===== src/rtl/bdr_pkg.sv =====
package bdr_pkg;
   typedef enum logic [1:0] {
      CYC_RD    = 2'b00,
      CYC_PW    = 2'b01,
      CYC_NPW   = 2'b10,
      CYC_RDX   = 2'b11
   } cyc_kind_e;

   typedef enum logic [2:0] {
      S_IDLE    = 3'd0,
      S_DETECT  = 3'd1,
      S_BACKOUT = 3'd2,
      S_DRAIN   = 3'd3,
      S_RELEASE = 3'd4
   } res_state_e;

   function automatic logic kind_is_read(input logic [1:0] k);
      return (k == CYC_RD) || (k == CYC_RDX);
   endfunction
endpackage


===== src/rtl/bdr_detect.sv =====
module bdr_detect
   import bdr_pkg::*;
#(
   parameter int KIND_W = 2
) (
   input  logic              clk,
   input  logic              rst_n,
   input  logic              up_stall,
   input  logic              dn_stall,
   input  logic              idle,
   input  logic [KIND_W-1:0] kind_in,
   output logic              lock_evt,
   output logic [KIND_W-1:0] kind_q
);
   if (KIND_W != 2) begin : g_bad_kind
      $error("bdr_detect: KIND_W must be 2");
   end

   assign lock_evt = idle & up_stall & dn_stall;

   always_ff @(posedge clk or negedge rst_n) begin
      if (!rst_n)        kind_q <= '0;
      else if (lock_evt) kind_q <= kind_in;
   end

   // captured kind only moves at a detection
   p_kind_held_r9: assert property (@(posedge clk) disable iff (!rst_n)
      !idle |=> $stable(kind_q));
endmodule


===== src/rtl/bdr_fsm.sv =====
module bdr_fsm
   import bdr_pkg::*;
(
   input  logic       clk,
   input  logic       rst_n,
   input  logic       lock_evt,
   input  logic [1:0] kind_q,
   input  logic       up_wr_done,
   input  logic       dn_stall,
   output logic       idle,
   output logic       up_retry,
   output logic       fifo_flush,
   output logic       rd_discard
);
   res_state_e st_q, st_d;

   always_comb begin
      st_d = st_q;
      unique case (st_q)
         S_IDLE:    if (lock_evt) st_d = S_DETECT;
         S_DETECT:  st_d = (kind_q == CYC_PW) ? S_DRAIN : S_BACKOUT;
         S_BACKOUT: st_d = S_RELEASE;
         S_DRAIN:   if (up_wr_done) st_d = S_IDLE;
         S_RELEASE: if (!dn_stall) st_d = S_IDLE;
         default:   st_d = S_IDLE;
      endcase
   end

   always_ff @(posedge clk or negedge rst_n) begin
      if (!rst_n) st_q <= S_IDLE;
      else        st_q <= st_d;
   end

   assign idle       = (st_q == S_IDLE);
   assign up_retry   = (st_q == S_BACKOUT);
   assign fifo_flush = (st_q == S_BACKOUT);
   assign rd_discard = (st_q == S_BACKOUT) && kind_is_read(kind_q);

   // retry is a single-cycle pulse
   p_retry_pulse_r3: assert property (@(posedge clk) disable iff (!rst_n)
      up_retry |=> !up_retry);
   // a posted write is never retried
   p_posted_no_retry_r5: assert property (@(posedge clk) disable iff (!rst_n)
      (!idle && kind_q == CYC_PW) |-> !up_retry);
   // release ends once the downstream stall drops
   p_release_exit_r6: assert property (@(posedge clk) disable iff (!rst_n)
      (st_q == S_RELEASE && !dn_stall) |=> idle);
   // a non-posted write never discards read data
   p_npw_no_discard_r4: assert property (@(posedge clk) disable iff (!rst_n)
      (kind_q == CYC_NPW) |-> !rd_discard);
endmodule


===== src/rtl/bdr_tally.sv =====
module bdr_tally #(
   parameter int CNT_W    = 8,
   parameter bit SATURATE = 1'b1
) (
   input  logic             clk,
   input  logic             rst_n,
   input  logic             inc,
   output logic [CNT_W-1:0] count,
   output logic             seen
);
   localparam logic [CNT_W-1:0] CNT_MAX = {CNT_W{1'b1}};

   if (CNT_W < 1 || CNT_W > 32) begin : g_bad_width
      $error("bdr_tally: CNT_W must be 1..32");
   end

   logic [CNT_W-1:0] count_d;

   if (SATURATE) begin : g_sat
      assign count_d = (count == CNT_MAX) ? count : count + 1'b1;
   end else begin : g_wrap
      assign count_d = count + 1'b1;
   end

   always_ff @(posedge clk or negedge rst_n) begin
      if (!rst_n) begin
         count <= '0;
         seen  <= 1'b0;
      end else if (inc) begin
         count <= count_d;
         seen  <= 1'b1;
      end
   end

   // count steps by one below the ceiling
   p_count_step_r7: assert property (@(posedge clk) disable iff (!rst_n)
      (inc && count != CNT_MAX) |=> count == $past(count) + 1'b1);
   // sticky flag never clears
   p_seen_sticky_r7: assert property (@(posedge clk) disable iff (!rst_n)
      seen |=> seen);
endmodule


===== src/rtl/bdr_lock_resolver.sv =====
module bdr_lock_resolver
   import bdr_pkg::*;
#(
   parameter int CNT_W    = 8,
   parameter bit SATURATE = 1'b1
) (
   input  logic             clk,
   input  logic             rst_n,
   input  logic             up_stall,
   input  logic             dn_stall,
   input  logic [1:0]       up_kind,
   input  logic             up_wr_done,
   output logic             up_retry,
   output logic             fifo_flush,
   output logic             rd_discard,
   output logic             busy,
   output logic [CNT_W-1:0] lock_count,
   output logic             lock_seen
);
   logic       idle;
   logic       lock_evt;
   logic [1:0] kind_q;

   bdr_detect #(.KIND_W(2)) u_detect (
      .clk      (clk),
      .rst_n    (rst_n),
      .up_stall (up_stall),
      .dn_stall (dn_stall),
      .idle     (idle),
      .kind_in  (up_kind),
      .lock_evt (lock_evt),
      .kind_q   (kind_q)
   );

   bdr_fsm u_fsm (
      .clk        (clk),
      .rst_n      (rst_n),
      .lock_evt   (lock_evt),
      .kind_q     (kind_q),
      .up_wr_done (up_wr_done),
      .dn_stall   (dn_stall),
      .idle       (idle),
      .up_retry   (up_retry),
      .fifo_flush (fifo_flush),
      .rd_discard (rd_discard)
   );

   bdr_tally #(.CNT_W(CNT_W), .SATURATE(SATURATE)) u_tally (
      .clk   (clk),
      .rst_n (rst_n),
      .inc   (lock_evt),
      .count (lock_count),
      .seen  (lock_seen)
   );

   assign busy = !idle;

   // no single-side stall starts a resolution
   p_single_stall_r2: assert property (@(posedge clk) disable iff (!rst_n)
      (!busy && !(up_stall && dn_stall)) |=> !busy);
   // simultaneous stalls while idle always start one
   p_both_stall_r2: assert property (@(posedge clk) disable iff (!rst_n)
      (!busy && up_stall && dn_stall) |=> busy);
   // no new event is counted while busy
   p_no_recount_r8: assert property (@(posedge clk) disable iff (!rst_n)
      busy |=> $stable(lock_count));
   // flush accompanies every retry
   p_flush_with_retry_r3: assert property (@(posedge clk) disable iff (!rst_n)
      up_retry |-> (fifo_flush && $past(busy)));
endmodule


===== config.mk =====
export PLATFORM = sky130hd
export DESIGN_NAME = bdr_lock_resolver
export DESIGN_NICKNAME = d
export VERILOG_FILES = /design/src/rtl/bdr_pkg.sv /design/src/rtl/bdr_detect.sv /design/src/rtl/bdr_fsm.sv /design/src/rtl/bdr_tally.sv /design/src/rtl/bdr_lock_resolver.sv
export SDC_FILE = /design/constraint.sdc
export NUM_CORES = 1
export LEC_CHECK = 0
export ABC_AREA = 0
export CAP_MARGIN = 20
export CORE_AREA = 5 5 42 44
export DETAILED_ROUTE_END_ITERATION = 7
export DIE_AREA = 0 0 47 49
export DONT_BUFFER_PORTS = 1
export PLACE_DENSITY_LB_ADDON = 0.05
export SLEW_MARGIN = 20
export SYNTH_ARGS = -nofsm -noshare
export SYNTH_HDL_FRONTEND = slang
export SYNTH_SLANG_ARGS = --single-unit

===== constraint.sdc =====
create_clock -name clk -period 2.4 [get_ports clk]
set_input_delay 0.24 -clock clk [delete_from_list [all_inputs] [get_ports clk]]
set_output_delay 0.24 -clock clk [all_outputs]
set_load 0.01 [all_outputs]

==> results of run 1 <==
report_power, final:
group | switching, mW | internal [mW]
Clock | 0.0805 | 0.0924
Sequential | 0.138 | 0.312
Combinational | 0.157 | 0.136
layer usage:
metal / vias up / GRT usage / share of wire
li1: 269 / - / -
met1: 262 / 0.195 / 0.42
met2: 28 / 0.219 / 0.45
met3: 6 / 0.0443 / 0.099
met4: 0 / 0.0553 / 0.026
met5: - / 0 / 0
cell usage in the layout, fill, tap and decap left out, types with 2 or more instances in the layout:
master	count
dfrtp_1	14
a31oi_1	6
mux2_1	5
nand2_1	4
inv_1	3
and3_1	3
nand4_1	3
nand2b_1	3
a21oi_1	3
clkbuf_4	3
nor2_1	2
nand3b_1	2
and3b_1	2
nand3_1	2
or2_2	2
ha_1	2
cell families (layout without fill, tap and decap cells):
kind of cell / count (synthesis) / in the layout / synth area share
XOR/XNOR: 1 / 1 / 0.0118
AO/OA/AOI/OAI: 13 / 13 / 0.116
adder cells (fa/ha/maj): 2 / 2 / 0.0337
flip-flops: 14 / 14 / 0.471
multiplexers: 5 / 5 / 0.0758
AND/OR/NAND/NOR: 29 / 29 / 0.266
buffers and inverters: 4 / 9 / 0.0253
registers in the layout, indices dropped and copies added (netlist names):
register and count:
u_tally.seen 1, u_fsm.st_q 3, u_detect.kind_q 2, u_tally.count 8
final timing paths:
path                                           end  cells past startpoint
worst max-delay path                      up_retry                      2
min in group asynchronous         u_tally.count[4]                      1
max in group asynchronous            u_fsm.st_q[2]                      1
worst max register to register    u_tally.count[1]                      4
worst min register to register  u_detect.kind_q[0]                      1
worst min-delay path            u_detect.kind_q[0]                      1
critical path, delay by kind of cell (launching register included):
family        cells  cell delay [ps]
simple gates      2              690
flops             1              480
final cells by class:
cell class                      count  area share
Multi-Input combinational cell     50       0.462
Sequential cell                    14       0.433
Tap cell                           16      0.0247
Timing Repair Buffer                2      0.0216
Inverter                            3      0.0139
Clock buffer                        4      0.0448
==> metrics.cfg, run 1 <==
[status]
status = complete, no violations

[synth]
ys_ff_latch = 14
synth_top_cell_by_area = dfrtp_1
synth_fp_nets = 77
synth_top_area_share = 0.471
synth_edf_count = 0
synth_area_um2 = 743
synth_area_per_cell_um2 = 10.9
synth_seq_area_share = 0.471
yosys_most_used_dff = dfrtp_1
netlist_top_cells_count = 14 x dfrtp_1, 6 x a31oi_1, 5 x mux2_1, 4 x nand2_1
synthTopCellsByArea = dfrtp_1 47%, mux2_1 7.6%, a31oi_1 5.1%
synth_warnings = 0
yosysMostFrequentCell = dfrtp_1
synthArstFlopShare = 1.00
synth_cell_types = 27
syn_inst = 68

[clock_tree]
cts_tree = built
clkTransAtPathRegs_ps = 90
h-tree-depth = 1
cts_sinks = 14
cts-root-buf = clkbuf_4
numCtsBuffers = 3
cts_max_path_buffers = 2
postCtsSetupBuffers = 0
hold_buffers = 1
cts_resized = 0
clk_latency_ps = 280

[critical_path]
crit_arrival_ps = 1450
critPathMaxStageDelay_ps = 480
start_kind = flop
rrSetupSlack_ps = 840
startpoint = u_fsm.st_q[2]
critPathMaxFanout = 8
path_cells = nor2_1 > and2_1
critPathKind = flop to output pin
cp.required_ps = 2160
rr_startpoint = u_tally.count[0]
end_kind = output pin
cpMaxStageDelayCell = dfrtp_1

[worst_hold_path]
hp-class = input pin to flop
min_from = up_kind[0]

[drt]
vias_per_cell = 6.35
drtIter0Drc = 8
drc = 0
vias = 565
wirelength_um = 1520
post_drt_wl_per_cell_um = 17.1
ant_nets = 0
first_pass_iters = 4

[placement]
dpl_cell_area_um2 = 763
dp.cells = 84
numPortBuffers = 0
dp_slack_ps = 847
finalWeightedCongestion = 0.796

[final_layout]
nFillCells = 128
drive_above_1_share = 0.137
multi_input_area_um2 = 374
design_area_um2 = 810
final_nets = 83
area_growth_pct = 8.92
seqCellArea_um2 = 350
fin_util = 0.578
layout.cells.non_filler = 89
antenna_cells = 0

[global_routing]
grt_max_degree = 15
grt_pass1_vias = 550
gr-usage-all-layers = 0.147
grt_pass1_wl_um = 2510
antenna_found_initial = 0
grt.overflow.total = 0

[sta]
drv_slew = 0
finalCritPeriodShare = 0.704
fmax_mhz = 592
finalHoldViolCount = 0
fin_crit_ps = 1690
worst_slack_ps = 710
maxSlewHeadroom = 0.579
setup_viol = 0
tightestPinTransition_ps = 629
finClkSkew_ps = 1.03
rsz0062_at_grt = false
fin_setup_tns_ps = 0
fin_hold_ws_ps = 82.9

[floorplanning]
dieHeight_um = 49
start_util = 0.530
dieArea_um2 = 2300
ios = 20
fp.dieW_um = 47
core_um2 = 1400
placementRows = 14

[pwr]
power_uw = 916
p_leak_nw = 0.356
powerDensity_nw_per_um2 = 1130
peakVddDrop_mv = 0.529

[run]
maxCapViolations = 0

No activity file was read; power rests on OpenSTA's default activity.
==> run 2: changes to the inputs <==
==> constraint.sdc (replaced) <==
create_clock -name clk -period 1.6 [get_ports clk]
set_input_delay 0.16 -clock clk [delete_from_list [all_inputs] [get_ports clk]]
set_output_delay 0.16 -clock clk [all_outputs]
set_load 0.01 [all_outputs]
==> metrics.cfg, run 2 (synthesized netlist as in run 1, its figures left out) <==
[worst_hold_path]
hp-class = input pin to flop

[floorplanning]
core_um2 = 1400
fp.dieW_um = 47
dieArea_um2 = 2300
dieHeight_um = 49
ios = 20
start_util = 0.530
placementRows = 14

[placement]
finalWeightedCongestion = 0.861
dp_hpwl_um = 1250
numPortBuffers = 0

[critical_path]
critPathKind = flop to flop
end_kind = flop
start_kind = flop
crit_arrival_ps = 1650
critPathMaxFanout = 8
cp.required_ps = 1760

[sta]
fin_crit_ps = 1480
fmax_mhz = 673
setup_viol = 0
finalCritPeriodShare = 0.928
tightestPinTransition_ps = 632
maxSlewHeadroom = 0.577
rsz0062_at_grt = false
fin_hold_ws_ps = 19.0
drv_slew = 0
fin_setup_tns_ps = 0
finalHoldViolCount = 0
finClkSkew_ps = 3.62

[run]
maxCapViolations = 0

[final_layout]
area_growth_pct = 19.4
drive_above_1_share = 0.253
nFillCells = 114
largest_reg_flops = 8
largest_register = u_tally.count
reg.largest.list = u_tally.count x8, u_fsm.st_q x3, u_detect.kind_q x2
antenna_cells = 0
final_common_cell = dfrtp_1
final_cell_mix = 14 x dfrtp_1, 11 x buf_4, 6 x a31oi_1, 5 x mux2_1, 4 x nand2_1
final_nets = 93

[status]
status = complete, no violations

[clock_tree]
cts-root-buf = clkbuf_4
cts_max_path_buffers = 2
postCtsSetupBuffers = 0
clkTransAtPathRegs_ps = 90
h-tree-depth = 1
cts_tree = built
clk_latency_ps = 270
numCtsBuffers = 3
cts_sinks = 14

[global_routing]
gr-usage-all-layers = 0.152
grt.overflow.total = 0
grt_max_degree = 15
antenna_found_initial = 0
grt_pass1_vias = 600
grt_pass1_wl_um = 2650

[drt]
ant_nets = 0
wirelength_um = 1560
vias_per_cell = 5.88
drtIter0Drc = 15
first_pass_iters = 4
post_drt_wl_per_cell_um = 15.8
vias = 582
drc = 0

[pwr]
p_leak_nw = 0.407
peakVddDrop_mv = 0.979
powerDensity_nw_per_um2 = 1700
power_mw = 1.51

## run 2: cell count changes in the layout (fill, tap and decap cells not counted)
cell / delta
buf_4: +10
nor2_1: -1
nor2_2: +1
## run 2: cell type report
class | instances | area, um2 | area share
clock buffers | 4 | 36.3 | 0.0409
inverters | 3 | 11.3 | 0.0127
multi-input cells | 50 | 377 | 0.425
flip-flops and latches | 14 | 350 | 0.395
well taps | 16 | 20.0 | 0.0226
repair buffers | 12 | 92.6 | 0.104
## run 2: worst paths after layout
path	startpoint	to	slack (ps)	cells past startpoint
min in group asynchronous	rst_n	u_tally.count[6]	340	1
worst max register to register	u_fsm.st_q[2]	u_tally.count[6]	120	3
max in group asynchronous	rst_n	u_detect.kind_q[1]	850	1
worst min-delay path	up_kind[0]	u_detect.kind_q[0]	20	1
worst min register to register	u_detect.kind_q[0]	u_detect.kind_q[0]	510	1
worst max-delay path	u_fsm.st_q[2]	u_tally.count[6]	120	3
## run 2: power by group
group	internal, mW	total [mW]	leakage [nW]	switching (mW)
registers	0.469	0.604	0.175	0.135
clock network	0.138	0.251	0.0210	0.113
logic	0.316	0.654	0.210	0.338
total	0.924	1.51	0.407	0.586
## run 2: routing by layer
layer	up-vias	part of all wire	GRT usage
li1	287	-	-
met1	267	0.43	0.200
met2	26	0.48	0.235
met3	2	0.080	0.0406
met4	0	0.0064	0.0507
met5	-	0	0
## run 2: per-stage QoR
step / area (um2) / setup slack (ps) / util / cells
CTS: 885 / 62.8 / 0.631 / 99
detailed placement: 838 / 134 / 0.598 / 94
finish: 887 / 115 / 0.633 / 99
global route: 887 / 37.4 / 0.633 / 99
floorplan: 743 / 179 / - / 68
global placement: 838 / 149 / 0.598 / 94
## run 2: repair_timing
item / in CTS / in global routing
hold endpoints to repair: 14 / 0
resized for setup: 0 / 1
hold buffers: 1 / 0
setup endpoints to repair: 0 / 2
## run 2: critical path, stage by stage (launching register included)
cell and delay, ps:
dfrtp_1 480, or2_1 280, nor4_2 280, mux2_1 340
